==> src/rtl/hz_pkg.sv <==
`timescale 1ns/1ps
package hz_pkg;

    typedef enum logic [0:0] {
        TRK_IDLE  = 1'b0,
        TRK_ARMED = 1'b1
    } trk_state_e;

    typedef enum logic [0:0] {
        GATE_OPEN = 1'b0,
        GATE_SHUT = 1'b1
    } gate_state_e;

endpackage

==> src/rtl/hz_mask_conv.sv <==
`timescale 1ns/1ps
module hz_mask_conv #(
    parameter int NUM_REGS = 8,
    parameter bit ONEHOT   = 1'b0,
    parameter bit FOLD     = 1'b0,
    localparam int IDX_W   = ONEHOT ? NUM_REGS : $clog2(NUM_REGS),
    localparam int PEND_W  = FOLD ? 1 : NUM_REGS
) (
    input  logic [IDX_W-1:0]  num_i,
    input  logic              en_i,
    output logic [PEND_W-1:0] mask_o
);

    logic [NUM_REGS-1:0] full_mask;

    generate
        if (ONEHOT) begin : g_pass
            assign full_mask = en_i ? num_i : '0;
        end else begin : g_decode
            assign full_mask = en_i ? (NUM_REGS'(1) << num_i) : '0;
        end

        if (FOLD) begin : g_fold
            assign mask_o = |full_mask;
        end else begin : g_wide
            assign mask_o = full_mask;
        end
    endgenerate

endmodule

==> src/rtl/hz_unit_track.sv <==
`timescale 1ns/1ps
module hz_unit_track
    import hz_pkg::*;
#(
    parameter int PEND_W = 8
) (
    input  logic              clk,
    input  logic              rst,
    input  logic              issue_i,
    input  logic              dst_en_i,
    input  logic [PEND_W-1:0] dst_mask_i,
    input  logic              busy_i,
    input  logic              done_i,
    input  logic              res_ok_i,
    output logic [PEND_W-1:0] clr_o
);

    trk_state_e        state_q, state_d;
    logic [PEND_W-1:0] mask_q;

    always_ff @(posedge clk) begin
        if (rst) state_q <= TRK_IDLE;
        else     state_q <= state_d;
    end

    always_ff @(posedge clk) begin
        if (rst)                        mask_q <= '0;
        else if (issue_i && dst_en_i)   mask_q <= dst_mask_i;
    end

    always_comb begin
        state_d = state_q;
        unique case (state_q)
            TRK_IDLE: begin
                if (issue_i && dst_en_i) state_d = TRK_ARMED;
            end
            TRK_ARMED: begin
                if (issue_i && dst_en_i)        state_d = TRK_ARMED;
                else if (issue_i)               state_d = TRK_IDLE;
                else if (done_i && !res_ok_i)   state_d = TRK_IDLE;
                else if (!busy_i)               state_d = TRK_IDLE;
            end
        endcase
    end

    always_comb begin
        clr_o = '0;
        unique case (state_q)
            TRK_IDLE:  clr_o = '0;
            TRK_ARMED: if (done_i && !res_ok_i) clr_o = mask_q;
        endcase
    end

    AST_CLEAR_DISARMS: assert property (@(posedge clk) disable iff (rst)
        ((clr_o != '0) && !issue_i) |=> (state_q == TRK_IDLE));

endmodule

==> src/rtl/hz_query_gate.sv <==
`timescale 1ns/1ps
module hz_query_gate
    import hz_pkg::*;
(
    input  logic clk,
    input  logic rst,
    input  logic owner_busy_i,
    input  logic hz_raw_i,
    output logic hz_o
);

    gate_state_e state_q, state_d;

    always_ff @(posedge clk) begin
        if (rst) state_q <= GATE_OPEN;
        else     state_q <= state_d;
    end

    always_comb begin
        state_d = state_q;
        hz_o    = 1'b0;
        unique case (state_q)
            GATE_OPEN: begin
                hz_o = hz_raw_i;
                if (owner_busy_i && !hz_raw_i) state_d = GATE_SHUT;
            end
            GATE_SHUT: begin
                hz_o = 1'b0;
                if (!owner_busy_i) state_d = GATE_OPEN;
            end
        endcase
    end

    AST_RELEASE_HOLDS: assert property (@(posedge clk) disable iff (rst)
        (owner_busy_i && !hz_o) |=> (!owner_busy_i || !hz_o));

endmodule

==> src/rtl/hz_scoreboard.sv <==
`timescale 1ns/1ps
module hz_scoreboard #(
    parameter int NUM_REGS     = 8,
    parameter int NUM_WR_PORTS = 2,
    parameter int NUM_UNITS    = 2,
    parameter int NUM_SRC      = 2,
    parameter bit ONEHOT       = 1'b0,
    parameter bit FOLD         = 1'b0,
    localparam int IDX_W       = ONEHOT ? NUM_REGS : $clog2(NUM_REGS),
    localparam int PEND_W      = FOLD ? 1 : NUM_REGS,
    localparam int UNIT_W      = (NUM_UNITS > 1) ? $clog2(NUM_UNITS) : 1
) (
    input  logic                          clk,
    input  logic                          rst,
    input  logic                          iss_fire,
    input  logic [UNIT_W-1:0]             iss_fu,
    input  logic [IDX_W-1:0]              iss_dst,
    input  logic                          iss_dst_en,
    input  logic [NUM_WR_PORTS-1:0]       cmt_fire,
    input  logic [NUM_WR_PORTS*IDX_W-1:0] cmt_dst,
    input  logic [NUM_UNITS-1:0]          fu_busy,
    input  logic [NUM_UNITS-1:0]          fu_done,
    input  logic [NUM_UNITS-1:0]          fu_res_ok,
    input  logic [NUM_SRC*IDX_W-1:0]      qry_src,
    input  logic [NUM_SRC-1:0]            qry_src_en,
    input  logic [IDX_W-1:0]              qry_dst,
    input  logic                          qry_dst_en,
    input  logic                          qry_owner_busy,
    output logic [PEND_W-1:0]             pend_vec,
    output logic                          raw_hz,
    output logic                          waw_hz
);

    logic [PEND_W-1:0] iss_mask;
    logic [PEND_W-1:0] qdst_mask;
    logic [PEND_W-1:0] cmt_mask [NUM_WR_PORTS];
    logic [PEND_W-1:0] src_mask [NUM_SRC];
    logic [PEND_W-1:0] trk_clr  [NUM_UNITS];
    logic [PEND_W-1:0] clr_all;
    logic [PEND_W-1:0] src_all;
    logic [PEND_W-1:0] set_d;
    logic [PEND_W-1:0] pend_q;
    logic              raw_pre;

    hz_mask_conv #(.NUM_REGS(NUM_REGS), .ONEHOT(ONEHOT), .FOLD(FOLD)) u_iss_conv (
        .num_i(iss_dst), .en_i(iss_fire && iss_dst_en), .mask_o(iss_mask));

    hz_mask_conv #(.NUM_REGS(NUM_REGS), .ONEHOT(ONEHOT), .FOLD(FOLD)) u_qdst_conv (
        .num_i(qry_dst), .en_i(qry_dst_en), .mask_o(qdst_mask));

    generate
        for (genvar p = 0; p < NUM_WR_PORTS; p++) begin : g_port
            hz_mask_conv #(.NUM_REGS(NUM_REGS), .ONEHOT(ONEHOT), .FOLD(FOLD)) u_cmt_conv (
                .num_i(cmt_dst[p*IDX_W +: IDX_W]), .en_i(cmt_fire[p]),
                .mask_o(cmt_mask[p]));
        end

        for (genvar s = 0; s < NUM_SRC; s++) begin : g_src
            hz_mask_conv #(.NUM_REGS(NUM_REGS), .ONEHOT(ONEHOT), .FOLD(FOLD)) u_src_conv (
                .num_i(qry_src[s*IDX_W +: IDX_W]), .en_i(qry_src_en[s]),
                .mask_o(src_mask[s]));
        end

        for (genvar u = 0; u < NUM_UNITS; u++) begin : g_unit
            hz_unit_track #(.PEND_W(PEND_W)) u_track (
                .clk(clk), .rst(rst),
                .issue_i(iss_fire && (iss_fu == UNIT_W'(u))),
                .dst_en_i(iss_dst_en), .dst_mask_i(iss_mask),
                .busy_i(fu_busy[u]), .done_i(fu_done[u]), .res_ok_i(fu_res_ok[u]),
                .clr_o(trk_clr[u]));
        end
    endgenerate

    // merge every clear source; no port or unit overrides another
    always_comb begin
        clr_all = '0;
        for (int p = 0; p < NUM_WR_PORTS; p++) clr_all = clr_all | cmt_mask[p];
        for (int u = 0; u < NUM_UNITS; u++)    clr_all = clr_all | trk_clr[u];
    end

    always_comb begin
        src_all = '0;
        for (int s = 0; s < NUM_SRC; s++) src_all = src_all | src_mask[s];
    end

    // issue mask is held one cycle before it reaches the vector
    always_ff @(posedge clk) begin
        if (rst) set_d <= '0;
        else     set_d <= iss_mask;
    end

    // set has priority over clear on a shared bit
    always_ff @(posedge clk) begin
        if (rst) pend_q <= '0;
        else     pend_q <= (pend_q & ~clr_all) | set_d;
    end

    assign raw_pre  = |(pend_q & src_all);
    assign waw_hz   = |(pend_q & qdst_mask);
    assign pend_vec = pend_q;

    hz_query_gate u_gate (
        .clk(clk), .rst(rst),
        .owner_busy_i(qry_owner_busy), .hz_raw_i(raw_pre), .hz_o(raw_hz));

    AST_NO_SELF_SET: assert property (@(posedge clk) disable iff (rst)
        (iss_fire && iss_dst_en && (set_d == '0) && (clr_all == '0))
        |=> (pend_vec == $past(pend_vec)));

    AST_CLEAR_TAKES: assert property (@(posedge clk) disable iff (rst)
        ((clr_all & ~set_d) != '0) |=> ((pend_vec & $past(clr_all & ~set_d)) == '0));

    AST_SET_WINS: assert property (@(posedge clk) disable iff (rst)
        (set_d != '0) |=> ((pend_vec & $past(set_d)) == $past(set_d)));

    AST_RAW_NEEDS_SRC: assert property (@(posedge clk) disable iff (rst)
        (qry_src_en == '0) |-> !raw_hz);

    AST_WAW_NEEDS_PEND: assert property (@(posedge clk) disable iff (rst)
        (pend_vec == '0) |-> !waw_hz);

    AST_RESET_EMPTY: assert property (@(posedge clk)
        rst |=> (pend_vec == '0));

endmodule

==> config.mk <==
export PLATFORM = sky130hd
export DESIGN_NAME = hz_scoreboard
export DESIGN_NICKNAME = d
export VERILOG_FILES = /design/src/rtl/hz_pkg.sv /design/src/rtl/hz_mask_conv.sv /design/src/rtl/hz_unit_track.sv /design/src/rtl/hz_query_gate.sv /design/src/rtl/hz_scoreboard.sv
export SDC_FILE = /design/constraint.sdc
export NUM_CORES = 1
export LEC_CHECK = 0
export BUFFER_PORTS_ARGS = -buffer_cell sky130_fd_sc_hd__buf_2
export CAP_MARGIN = 20
export CORE_AREA = 2 2 62 76
export CTS_CLUSTER_DIAMETER = 120
export DETAILED_ROUTE_END_ITERATION = 12
export DIE_AREA = 0 0 64 78
export MAX_ROUTING_LAYER = met4
export PLACE_DENSITY = 0.79
export SYNTH_ARGS = -nofsm -noshare
export SYNTH_HDL_FRONTEND = slang
export SYNTH_HIERARCHICAL = 1
export SYNTH_SLANG_ARGS = --single-unit
==> constraint.sdc <==
create_clock -name clk -period 3.1 [get_ports clk]
set_input_delay 0.775 -clock clk [delete_from_list [all_inputs] [get_ports clk]]
set_output_delay 0.775 -clock clk [all_outputs]
set_load 0.05 [all_outputs]
# Yosys cells after proc, flatten, opt, wreduce, memory -nomap -nowiden
# Cells that the tools add are included.
[totals] register_bits=35 latch_bits=0 ram_bits=0 mem_bits_ro=0 inputBits=35 output_inout_bits=10 word_cells=65 n_memories=0
[op_classes] n_addsub=0 mul=0 n_div=0 magnitude_cmp=0 n_eq_ne=0 shifts=6 muxes=26 n_bitwise=13 n_reduce_logical=13
[op_table] op="$mux W8" n=8
[op_table] op="$shl A1 B3 Y8 const A" n=6
[op_table] op="$or A8 B8 Y8" n=5
[op_table] op="$pmux W8 S2" n=2
[op_table] op="$and A8 B8 Y8" n=3
[op_table] op="$reduce_or A8 Y1" n=2
[op_table] op="$mux W1" n=12
[op_table] op="$logic_and A1 B1 Y1" n=8
[op_table] op="$not A8 Y8" n=1
[op_table] op="$pmux W1 S2" n=4
[op_table] op="$not A1 Y1" n=4
[op_table] op="$logic_not A1 Y1" n=3

# Longest topological paths before layout
# Gate-level depths: netlist of run 1.
[logic_depth] ltp_word=9 ltp_mapped=6 depth_no_buf=6

# Hierarchy
# Netlist of run 1, hierarchy kept.
[modules_own_cells] module="hz_unit_track" instances=2 cells_each=51 area_per_inst_um2=480.5 seq_area_each_um2=180.2
[modules_own_cells] module="hz_scoreboard" instances=1 cells_each=69 area_per_inst_um2=680.7 seq_area_each_um2=320.3
[modules_own_cells] module="hz_mask_conv" instances=6 cells_each=8 area_per_inst_um2=95.1 seq_area_each_um2=0.0
[modules_own_cells] module="hz_query_gate" instances=1 cells_each=3 area_per_inst_um2=46.3 seq_area_each_um2=20.0

# Least setup slack after synthesis of run 1
# OpenSTA, ideal clock, no wires.
[synth_timing] path_type="input to output" from="input qry_dst[1]" to="output waw_hz" arrival_time_ns=1.661 t_required_ns=2.325 setup_slack_ns=0.664 cell_stages=3 n_path_buf=0 cell_sequence="and4bb_2 > a22oi_1 > nand4_1"
[synth_between] elab_chain_len=4
[synth_rtl] item="from (decl)" line="hz_scoreboard.sv:26" rtl="input logic [IDX_W-1:0] qry_dst,"
[synth_rtl] item="$shl A1 B3 Y8" line="hz_mask_conv.sv:20" rtl="assign full_mask = en_i ? (NUM_REGS'(1) << num_i) : '0;"
[synth_rtl] item="$mux W8" line="hz_mask_conv.sv:20"
[synth_rtl] item="$and A8 B8 Y8" line="hz_scoreboard.sv:99" rtl="assign waw_hz = |(pend_q & qdst_mask);"
[synth_rtl] item="$reduce_or A8 Y1" line="hz_scoreboard.sv:99"
[synth_rtl] item="to (decl)" line="hz_scoreboard.sv:31" rtl="output logic waw_hz"
# No other way between the ends.

==> summary.txt, run 1 <==
Result of the run: completed
Congestion Overflow GR: 0
Type of element launching the critical path: input pin
Mean area per synthesized cell: 10.2 sq um
CP required: 2320 ps
Core outline area: 4200 sq um
Power density over cell area: 367 nW/um^2
Count of buffer and inverter cells on the critical path: 2
Worst path slowest cell: sky130_fd_sc_hd__and4bb_1
Stage delay of the slowest cell on the critical path: 240 ps
Final-layout worst hold slack: 436 ps
Cell count after placement: 314
Width of the die: 64 microns
Count of final max-slew check failures: 0
Final TNS setup: 0 ps
Area contributors post-synth: sky130_fd_sc_hd__dfxtp_1 31%, sky130_fd_sc_hd__and4bb_1 6.6%, sky130_fd_sc_hd__a21bo_2 6.2%
Total of flip-flops plus latches after synthesis: 35
Post-CTS sizing: 0
Largest fanout on the critical path: 8
Violation count after the first detailed-routing iteration: 68
Initial antenna violation count: 0
Fin. Hold Viols: 0
Length of the first detailed-routing pass in iterations: 5
Cells after synthesis: 222
Final instance count without filler cells: 322
Post-synthesis async set-or-reset flop share: 0%
Wire length per cell after detailed routing: 15.0 microns
Crit path time final: 2760 ps
Most numerous cell on the critical path: sky130_fd_sc_hd__buf_2
Number of rows in the core area: 26
Layout cell share with drive strength beyond 1: 43.6%
Clock latency reported for the late side of the worst-skew pair: 290 ps
Post-DRT Antenna Nets: 0
Hold-fix buffer count after cts: 0
Final Cell Area: 2560 sq um
Post-synthesis cell area: 2260 sq um
DRC violations left: 0
Commonest cells in the synthesized netlist: 35 x sky130_fd_sc_hd__dfxtp_1, 21 x sky130_fd_sc_hd__a21oi_1, 18 x sky130_fd_sc_hd__and2_1, 16 x sky130_fd_sc_hd__nand3_1, 14 x sky130_fd_sc_hd__a21bo_2
Most area-hungry cell type in the Yosys netlist: sky130_fd_sc_hd__dfxtp_1
Pin count of the biggest net entering global routing: 35
Area fraction of the dominant cell type after synthesis: 31.0%
Synth Warn #: 6
Endpoint class of the critical path: output pin
Minimum setup slack in the final design: 339 ps
Top_reg_cell synth: sky130_fd_sc_hd__dfxtp_1
Worst-case vdd ir drop: 0.352 mV
Buffers added on ports: 44
Starting density of the core: 53.8%
Number of global-route vias before repair: 1676
Setup violations, final: 0
Synthesized net count: 257
HPWL Detailed: 3.55 mm
Crit path cell chain: buf_2 -> and4bb_1 -> o21ai_1 -> nand4_1 -> or2_1 -> nor2b_4 -> buf_2
Final Cycle Share: 89.1%
Slew at the pin closest to its max-slew limit: 655 ps
H-tree levels: 2
Relative slew slack: 56.3%
Unrepaired setup endpoints after global routing: false
Family of cells with the greatest summed delay on the critical path: simple AND/OR/NAND/NOR gates
Worst-path clk slew: 70 ps
Timing-limited maximum frequency: 362 MHz
DP Worst Slack: 338 ps
Ports placed on the boundary: 45
Number of buffers created by CTS: 5
Count of buffers added by post-CTS timing repair for setup: 0
Die extent in y: 78 microns
Static Leak: 0.00104 uW
Number of antenna cells inserted: 0
CTS sink cnt: 35
Cell area reported after detailed placement: 2460 sq um
Die Area: 4990 sq um
Global-route wire length before repair: 7.68 mm
Library cell with the highest instance count after synthesis: sky130_fd_sc_hd__dfxtp_1
Root buffer cell: sky130_fd_sc_hd__clkbuf_8
Share of the yosys chip area belonging to registers: 31.0%
Setup Crit Path Kind: in -> out
Type of the worst min-delay path: reg -> reg
Clock tree from TritonCTS: built
Vias/cell: 5.90
Layout overhead on the synthesized area: 13.4%
Max-cap viol count: 0
Combined global-route utilization of all metal layers: 20.2%
Routability Congestion: 0.808
Nets@finish: 300
Count of vias placed by the detailed router: 1900
Synth unique cells: 35
Total length of routed wires: 4.84 mm
Worst endpoint data arrival time: 1990 ps
Clock Tree Buf Depth: 2
Number of enable-type register cells in the synthesized netlist: 0
Clock tree skew after final layout: 1.18 ps
==> final timing paths <==
path,start,to,slack [ps],cells past startpoint
max reg2reg,g_unit[0].u_track/state_q$_SDFF_PP0_,pend_vec[0]$_SDFF_PP0_,1830,5
max,qry_src[3],raw_hz,340,7
min reg2reg,set_d[7]$_SDFF_PP0_,pend_vec[7]$_SDFF_PP0_,440,2
min,set_d[7]$_SDFF_PP0_,pend_vec[7]$_SDFF_PP0_,440,2
==> power by group <==
group,switching [uW],internal [uW]
Combinational,70.0,50.9
Sequential,2.96,454
Clock,160,203
Total,233,708
==> layout by cell type (no fill, tap or decap), types with 3 or more instances in the layout <==
cell type                  instances
sky130_fd_sc_hd__and4b_1           6
sky130_fd_sc_hd__a21bo_2          14
sky130_fd_sc_hd__and4bb_2          6
sky130_fd_sc_hd__and4b_2          12
sky130_fd_sc_hd__a21oi_1          21
sky130_fd_sc_hd__nand4_1           3
sky130_fd_sc_hd__and4bb_1         12
sky130_fd_sc_hd__and4_2            6
sky130_fd_sc_hd__buf_2            44
sky130_fd_sc_hd__nor4_2            7
sky130_fd_sc_hd__nor4b_2           6
sky130_fd_sc_hd__clkbuf_8          7
sky130_fd_sc_hd__nor2_2            7
sky130_fd_sc_hd__nor2b_1          11
sky130_fd_sc_hd__nand3_1          16
sky130_fd_sc_hd__a22oi_1           4
sky130_fd_sc_hd__dfxtp_1          35
sky130_fd_sc_hd__and2_1           18
sky130_fd_sc_hd__buf_4             3
sky130_fd_sc_hd__o21ai_1           6
==> routing by layer <==
metal	track usage [%]	up-vias	share of wire [%]
li1	-	952	-
met1	23.2	888	45
met2	33.4	49	49
met3	4.06	11	4.0
met4	9.57	0	2.5
met5	-	-	0
==> layout make-up <==
class	count	area, sq um
flip-flops and latches	35	701
clock buffers	8	100
multi-input cells	175	1440
well taps	56	70.1
inverters	1	3.75
repair buffers	47	243
fillers	351	1640
==> flip-flops by register name, indices dropped and copies added (netlist names) <==
register	flops
pend_vec	8
g_unit.u_track/state_q	2
g_unit.u_track/mask_q	16
u_gate/state_q	1
set_d	8
==> worst min-delay path: stages, from the launching register on <==
cell                      delay [ps]
sky130_fd_sc_hd__dfxtp_1         310
sky130_fd_sc_hd__a21oi_1          40
sky130_fd_sc_hd__nor2_2           60
==> metrics by stage <==
step | utilization [%] | total power (uW)
after floorplan | - | 541
after global routing | 61.0 | 974
final | 61.0 | 940
after CTS | 61.0 | 947
after detailed placement | 58.6 | 588
after global placement | 58.6 | 584
==> kinds of logic after synthesis <==
family                 after synthesis  synth area share, %
AND/OR/NAND/NOR                    121                 47.4
AO/OA/AOI/OAI                       54                 16.5
flip-flops                          35                 31.0
buffers and inverters               12                 5.10
Note: power is estimated with default switching activity, not from simulation.
==> run 2: changes to the inputs <==
Settings changed: ABC_AREA set to 1, CORE_AREA 2 2 62 76 to 2 2 59 72, DIE_AREA 0 0 64 78 to 0 0 61 74, PLACE_DENSITY 0.79 to 0.8.
==> summary.txt, run 2 <==
Clock Tree Buf Depth: 2 (unchanged)
Post-synthesis share of cell area spent on xor and xnor gates: 0% (unchanged)
Width of the die: 61 microns (was 64 microns)
Result of the run: completed (unchanged)
Final TNS setup: 0 ps (unchanged)
Post-synthesis compound-gate area fraction: 12.0% (was 16.5%)
Count of final max-slew check failures: 0 (unchanged)
Endpoint class of the critical path: output pin (unchanged)
Count of buffers added by post-CTS timing repair for setup: 0 (unchanged)
Type of the worst min-delay path: reg -> reg (unchanged)
Commonest cells after routing, fill and taps aside: 104 x sky130_fd_sc_hd__nand2_1, 93 x sky130_fd_sc_hd__nor2_1, 44 x sky130_fd_sc_hd__buf_2 (was 44 x sky130_fd_sc_hd__buf_2, 35 x sky130_fd_sc_hd__dfxtp_1, 21 x sky130_fd_sc_hd__a21oi_1)
Reg with most FFs: g_unit.u_track/mask_q (unchanged)
Post-Synth Adder-Cell Area: 0% (unchanged)
Hold-fix buffer count after cts: 0 (unchanged)
Fin. Hold Viols: 0 (unchanged)
Max-cap viol count: 0 (unchanged)
Clock tree skew after final layout: 4.98 ps (was 1.18 ps)
Number of antenna cells inserted: 0 (unchanged)
Cell count after placement: 427 (was 314)
CP required: 2320 ps (about the same)
Die Area: 4510 sq um (was 4990 sq um)
Total design power: 873 uW (was 940 uW)
Final-layout worst hold slack: 432 ps (was 436 ps)
Setup violations, final: 0 (unchanged)
Worst-case vdd ir drop: 0.277 mV (was 0.352 mV)
Amount of wire on met3 after detailed routing: 195 microns (was 193 microns)
Power dissipated by switching net loads: 227 uW (was 233 uW)
Share of synthesized area spent on multiplexers: 0% (unchanged)
Cells after synthesis: 335 (was 222)
HPWL Detailed: 3.39 mm (was 3.55 mm)
Synthesized net count: 370 (was 257)
Nets@finish: 415 (was 300)
Post-DRT Antenna Nets: 0 (unchanged)
Vias/cell: 4.74 (was 5.90)
Wire length per cell after detailed routing: 10.1 microns (was 15.0 microns)
Ports placed on the boundary: 45 (unchanged)
CTS sink cnt: 35 (unchanged)
Worst-path clk slew: 60 ps (was 70 ps)
Unrepaired setup endpoints after global routing: false (unchanged)
Area contributors post-synth: sky130_fd_sc_hd__dfxtp_1 35%, sky130_fd_sc_hd__nand2_1 19%, sky130_fd_sc_hd__nor2_1 17% (was sky130_fd_sc_hd__dfxtp_1 31%, sky130_fd_sc_hd__and4bb_1 6.6%, sky130_fd_sc_hd__a21bo_2 6.2%)
Met1 layer wirelength in the final routing: 1.99 mm (was 2.15 mm)
Top_reg_cell synth: sky130_fd_sc_hd__dfxtp_1 (unchanged)
Final instance count without filler cells: 435 (was 322)
Stage delay of the slowest cell on the critical path: 200 ps (was 240 ps)
Power density over cell area: 374 nW/um^2 (was 367 nW/um^2)
Routability Congestion: 0.807 (was 0.808)
Area fraction of the dominant cell type after synthesis: 34.6% (was 31.0%)
Number of rows in the core area: 25 (was 26)
Layout overhead on the synthesized area: 15.5% (was 13.4%)
Library cell with the highest instance count after synthesis: sky130_fd_sc_hd__nand2_1 (was sky130_fd_sc_hd__dfxtp_1)
Internal power summed over all cells: 647 uW (was 708 uW)
Clock tree from TritonCTS: built (unchanged)
Synth unique cells: 15 (was 35)
Crit path time final: 2550 ps (was 2760 ps)
Violation count after the first detailed-routing iteration: 98 (was 68)
Number of global-route vias before repair: 1836 (was 1676)
Family of cells with the greatest summed delay on the critical path: simple AND/OR/NAND/NOR gates (unchanged)
Core outline area: 3850 sq um (was 4200 sq um)
Synth Warn #: 6 (unchanged)
Part of the power in the clock network: 35.4% (was 38.5%)
Post-CTS sizing: 0 (unchanged)
Timing-limited maximum frequency: 392 MHz (was 362 MHz)
Mean area per synthesized cell: 6.04 sq um (was 10.2 sq um)
Dominant combinational cell family by area after synthesis: simple AND/OR/NAND/NOR gates (unchanged)
Crit path cell chain: buf_2 -> nand2_1 -> nor2_1 -> o21ai_0 -> nand2_1 -> nor2_1 -> nand2_1 -> inv_1 -> nor2_2 -> buf_2 (was buf_2 -> and4bb_1 -> o21ai_1 -> nand4_1 -> or2_1 -> nor2b_4 -> buf_2)
Setup Crit Path Kind: in -> out (unchanged)
Pin count of the biggest net entering global routing: 36 (was 35)
Largest fanout on the critical path: 4 (was 8)
Combined global-route utilization of all metal layers: 22.2% (was 20.2%)
Routed wl met2: 2.16 mm (was 2.37 mm)
Relative slew slack: 45.3% (was 56.3%)
Type of element launching the critical path: input pin (unchanged)
Share of the yosys chip area belonging to registers: 34.6% (was 31.0%)
Number of buffers created by CTS: 5 (unchanged)
Most numerous cell on the critical path: sky130_fd_sc_hd__nand2_1 (was sky130_fd_sc_hd__buf_2)
Static Leak: 0.00102 uW (was 0.00104 uW)
Number of enable-type register cells in the synthesized netlist: 0 (unchanged)
Layout cell share with drive strength beyond 1: 20.5% (was 43.6%)
Post-synthesis async set-or-reset flop share: 0% (unchanged)
Count of buffer and inverter cells on the critical path: 3 (was 2)
Total length of routed wires: 4.41 mm (was 4.84 mm)
DRC violations left: 0 (unchanged)
Switching fraction of total power: 26.0% (was 24.7%)
Number of flip-flops in the largest register: 16 (unchanged)
Die extent in y: 74 microns (was 78 microns)
H-tree levels: 2 (unchanged)
Root buffer cell: sky130_fd_sc_hd__clkbuf_8 (unchanged)
Worst endpoint data arrival time: 1780 ps (was 1990 ps)
Count of vias placed by the detailed router: 2063 (was 1900)
Global-route wire length before repair: 7.37 mm (was 7.68 mm)
Combinational share of power: 12.1% (was 12.9%)
Initial antenna violation count: 0 (unchanged)
Final Cycle Share: 82.3% (was 89.1%)
Highest metal used: met4 (unchanged)
Total of flip-flops plus latches after synthesis: 35 (unchanged)
Slew at the pin closest to its max-slew limit: 820 ps (was 655 ps)
Post-synthesis share of cell area spent on and, or, nand and nor gates: 41.8% (was 47.4%)
Buffers added on ports: 44 (unchanged)
Worst path slowest cell: sky130_fd_sc_hd__buf_2 (was sky130_fd_sc_hd__and4bb_1)
Most area-hungry cell type in the Yosys netlist: sky130_fd_sc_hd__dfxtp_1 (unchanged)
Share of power burned in registers: 52.6% (was 48.6%)
Most common cell after layout, fill and taps aside: sky130_fd_sc_hd__nand2_1 (was sky130_fd_sc_hd__buf_2)
Starting density of the core: 52.6% (was 53.8%)
Commonest cells in the synthesized netlist: 104 x sky130_fd_sc_hd__nand2_1, 93 x sky130_fd_sc_hd__nor2_1, 43 x sky130_fd_sc_hd__inv_1, 35 x sky130_fd_sc_hd__dfxtp_1, 18 x sky130_fd_sc_hd__a21oi_2 (was 35 x sky130_fd_sc_hd__dfxtp_1, 21 x sky130_fd_sc_hd__a21oi_1, 18 x sky130_fd_sc_hd__and2_1, 16 x sky130_fd_sc_hd__nand3_1, 14 x sky130_fd_sc_hd__a21bo_2)
Length of the first detailed-routing pass in iterations: 5 (unchanged)
Clock latency reported for the late side of the worst-skew pair: 290 ps (about the same)
Post-synthesis cell area: 2020 sq um (was 2260 sq um)
Congestion Overflow GR: 0 (unchanged)
-- run 2: cell count changes in the layout (fill, tap and decap cells not counted), moves of 8 or more --
cell and change:
sky130_fd_sc_hd__nand2_1 +102, sky130_fd_sc_hd__nor2_1 +92, sky130_fd_sc_hd__inv_1 +42, sky130_fd_sc_hd__and2_1 -18
sky130_fd_sc_hd__a21oi_2 +16, sky130_fd_sc_hd__a21bo_2 -14, sky130_fd_sc_hd__a21oi_1 -12, sky130_fd_sc_hd__and4b_2 -12
sky130_fd_sc_hd__and4bb_1 -12, sky130_fd_sc_hd__nor2b_1 -11, sky130_fd_sc_hd__nand3_1 -8
-- run 2: routing by layer --
| metal | vias up | global-route usage, % |
|---|---|---|
| li1 | 1094 | - |
| met1 | 909 | 25.6 |
| met2 | 54 | 36.9 |
| met3 | 6 | 4.52 |
| met4 | 0 | 9.66 |
| met5 | - | - |
-- run 2: area by class of cell --
type                       instances  area, sq um
multi-input combinational        249         1090
inverter                          45          179
timing repair buffer              44          220
clock buffer                       7         76.3
clock inverter                     1         5.00
sequential                        35          701
tap                               54         67.6
fill                             399         1510
-- run 2: worst paths after layout --
check	startpoint	to	slack (ps)	cells after the start
min reg2reg	set_d[0]$_SDFF_PP0_	pend_vec[0]$_SDFF_PP0_	430	2
max reg2reg	g_unit[1].u_track/state_q$_SDFF_PP0_	pend_vec[6]$_SDFF_PP0_	1970	5
min	set_d[0]$_SDFF_PP0_	pend_vec[0]$_SDFF_PP0_	430	2
max	qry_src_en[1]	raw_hz	550	10
-- run 2: power by group through the flow --
stage | combinational [uW] | sequential (uW) | clock, uW
4_1_cts | 105 | 459 | 318
3_3_place_gp | 103 | 469 | 0
5_1_grt | 119 | 459 | 337
6_report | 105 | 459 | 309
3_5_place_dp | 105 | 469 | 0
2_1_floorplan | 65.7 | 471 | 0
-- run 2: worst reg2reg max path: stages (launching register included) --
cell and delay, ps:
sky130_fd_sc_hd__dfxtp_1 510, sky130_fd_sc_hd__nand2_1 110, sky130_fd_sc_hd__nor2_1 160, sky130_fd_sc_hd__inv_1 60, sky130_fd_sc_hd__nand4_1 90, sky130_fd_sc_hd__a21oi_2 60
-- run 2: cells by family after synthesis --
logic type,count (synthesis)
flip-flops,35
buffers and inverters,51
AND/OR/NAND/NOR,214
AO/OA/AOI/OAI,35
-- run 2: through the flow --
stage	cell area [sq um]	setup WS, ps	utilization (%)
finish	2340	549	60.7
global route	2340	425	60.7
CTS	2340	563	60.7
detailed placement	2260	568	58.6
global placement	2260	570	58.6
floorplan	2020	629	-
==> run 3: changes to the inputs <==
Settings changed: CORE_AREA 2 2 59 72 to 2 2 59 73, DIE_AREA 0 0 61 74 to 0 0 61 75, PLACE_DENSITY 0.8 to 0.79.
Clock period 3.1 ns to 2.5 ns, I/O delays scaled along.
==> summary.txt, run 3 (synthesis gave the netlist of run 2 again) <==
Fillers: 387 (was 399)
Commonest cells after routing, fill and taps aside: 104 x sky130_fd_sc_hd__nand2_1, 93 x sky130_fd_sc_hd__nor2_1, 44 x sky130_fd_sc_hd__buf_2 (unchanged)
Setup Crit Path Kind: in -> out (unchanged)
Finished Core Util: 62.1% (was 60.7%)
Number of antenna cells inserted: 0 (unchanged)
Die extent in y: 75 microns (was 74 microns)
Nets@finish: 417 (was 415)
Met1 layer wirelength in the final routing: 2.04 mm (was 1.99 mm)
Total length of routed wires: 4.52 mm (was 4.41 mm)
Hold-fix buffer count after cts: 0 (unchanged)
Hold Path Stages: 2 (unchanged)
Register-to-register setup slack: 1330 ps (was 1970 ps)
Worst path slowest cell: sky130_fd_sc_hd__buf_2 (unchanged)
Relative slew slack: 53.5% (was 45.3%)
Starting density of the core: 52.6% (unchanged)
Vias/cell: 4.68 (was 4.74)
Reg with most FFs: g_unit.u_track/mask_q (unchanged)
Global-route wire length before repair: 7.53 mm (was 7.37 mm)
Worst endpoint data arrival time: 1630 ps (was 1780 ps)
Hold Crit Endpoint: pend_vec[4]$_SDFF_PP0_ (was pend_vec[0]$_SDFF_PP0_)
Count of final max-slew check failures: 0 (unchanged)
Highest metal used: met4 (unchanged)
Reg-to-Reg End: pend_vec[4]$_SDFF_PP0_ (was pend_vec[6]$_SDFF_PP0_)
Post-DRT Antenna Nets: 0 (unchanged)
Type of the worst min-delay path: reg -> reg (unchanged)
Final instance count without filler cells: 437 (was 435)
Post-CTS sizing: 0 (unchanged)
Number of flip-flops in the largest register: 16 (unchanged)
Layout overhead on the synthesized area: 18.1% (was 15.5%)
Layout cell share with drive strength beyond 1: 21.4% (was 20.5%)
Most numerous cell on the critical path: sky130_fd_sc_hd__nand2_1 (unchanged)
Number of global-route vias before repair: 1818 (was 1836)
CTS sink cnt: 35 (unchanged)
Routed wl met2: 2.15 mm (was 2.16 mm)
Count of vias placed by the detailed router: 2044 (was 2063)
Width of the die: 61 microns (unchanged)
Clock Tree Buf Depth: 2 (unchanged)
Stage delay of the slowest cell on the critical path: 260 ps (was 200 ps)
Final TNS setup: 0 ps (unchanged)
Endpoint class of the critical path: output pin (unchanged)
Pin count of the biggest net entering global routing: 33 (was 36)
Count of buffers added by post-CTS timing repair for setup: 0 (unchanged)
Largest fanout on the critical path: 3 (was 4)
Congestion Overflow GR: 0 (unchanged)
Clock tree from TritonCTS: built (unchanged)
Core outline area: 3850 sq um (unchanged)
Slew at the pin closest to its max-slew limit: 697 ps (was 820 ps)
Result of the run: completed (unchanged)
Root buffer cell: sky130_fd_sc_hd__clkbuf_8 (unchanged)
Unrepaired setup endpoints after global routing: false (unchanged)
HPWL Detailed: 3.41 mm (was 3.39 mm)
Number of buffers created by CTS: 5 (unchanged)
Max-cap viol count: 0 (unchanged)
Crit path time final: 2250 ps
Number of rows in the core area: 25 (unchanged)
Hold path startpoint: set_d[4]$_SDFF_PP0_ (was set_d[0]$_SDFF_PP0_)
Timing-limited maximum frequency: 444 MHz
Combined global-route utilization of all metal layers: 22.7% (was 22.2%)
Static Leak: 0.00105 uW (was 0.00102 uW)
Most common cell after layout, fill and taps aside: sky130_fd_sc_hd__nand2_1 (unchanged)
Worst-case vdd ir drop: 0.396 mV (was 0.277 mV)
Wire length per cell after detailed routing: 10.3 microns (was 10.1 microns)
Type of element launching the critical path: input pin (unchanged)
Violation count after the first detailed-routing iteration: 135 (was 98)
DRC violations left: 0 (unchanged)
Clock tree skew after final layout: 4.63 ps (was 4.98 ps)
H-tree levels: 2 (unchanged)
Crit path cell chain: buf_2 -> inv_1 -> nand2_1 -> nor2_1 -> o21ai_0 -> nand2_1 -> nor2_1 -> nand2_1 -> inv_1 -> nor2_2 -> buf_2 (was buf_2 -> nand2_1 -> nor2_1 -> o21ai_0 -> nand2_1 -> nor2_1 -> nand2_1 -> inv_1 -> nor2_2 -> buf_2)
R2r startpoint: g_unit[1].u_track/state_q$_SDFF_PP0_ (unchanged)
CP required: 1880 ps (was 2320 ps)
Buffers added on ports: 44 (unchanged)
Clock latency reported for the late side of the worst-skew pair: 290 ps (about the same)
Initial antenna violation count: 0 (unchanged)
Worst-path clk slew: 70 ps (was 60 ps)
Length of the first detailed-routing pass in iterations: 5 (unchanged)
Fin. Hold Viols: 0 (unchanged)
Ports placed on the boundary: 45 (unchanged)
Setup violations, final: 0 (unchanged)
Cell count after placement: 429 (was 427)
Die Area: 4580 sq um (was 4510 sq um)
Amount of wire on met3 after detailed routing: 244 microns (was 195 microns)
Routability Congestion: 0.869 (was 0.807)
Power density over cell area: 514 nW/um^2 (was 374 nW/um^2)
Final Cycle Share: 90.0%
Number of cell instances on the worst register-to-register path: 5 (unchanged)
## run 3: cell count changes in the layout (fill, tap and decap cells not counted), sizes merged
cell    delta
buf        +2
clkbuf     -1
bufinv     +1
## run 3: worst max-delay path: cells and delay by family
family,cells,cell delay (ps)
simple gates,6,430
compound gates,1,80
buf+inv,4,480
## run 3: stage by stage
stage | worst slack [ps] | hold WS (ps) | instance area (sq um) | power, uW
2_1_floorplan | 329 | 412 | 2020 | 665
3_3_place_gp | 261 | 416 | 2270 | 713
3_5_place_dp | 255 | 428 | 2270 | 715
4_1_cts | 250 | 438 | 2390 | 1240
5_1_grt | 116 | 442 | 2390 | 1280
6_report | 250 | 434 | 2390 | 1230
## run 3: layout make-up
cell class | instances | area [sq um] | share of cell area [%]
well taps | 54 | 67.6 | 2.83
clock inverters | 2 | 35.0 | 1.47
inverters | 45 | 179 | 7.49
clock buffers | 6 | 82.6 | 3.46
multi-input cells | 249 | 1090 | 45.6
flip-flops and latches | 35 | 701 | 29.3
repair buffers | 46 | 235 | 9.85
## run 3: routing by layer
layer | up-vias | GRT usage, %
li1 | 1101 | -
met1 | 866 | 26.2
met2 | 71 | 37.9
met3 | 6 | 4.64
met4 | 0 | 9.66
met5 | - | -
## run 3: how the worst max path moves through the flow
stage / from / to / slack (ps) / cells past startpoint
after floorplan: qry_src[5] / raw_hz / 330 / 9
final: qry_src[0] / raw_hz / 250 / 11
after CTS: qry_src[3] / raw_hz / 250 / 11
after global placement: qry_src[3] / raw_hz / 260 / 11
after global routing: qry_src[4] / raw_hz / 120 / 11
after detailed placement: qry_src[3] / raw_hz / 260 / 11
## run 3: power by group
part / switching [uW] / total, uW / internal [uW]
combinational: 87.7 / 133 / 45.2
clock: 203 / 526 / 323
sequential: 6.24 / 569 / 563
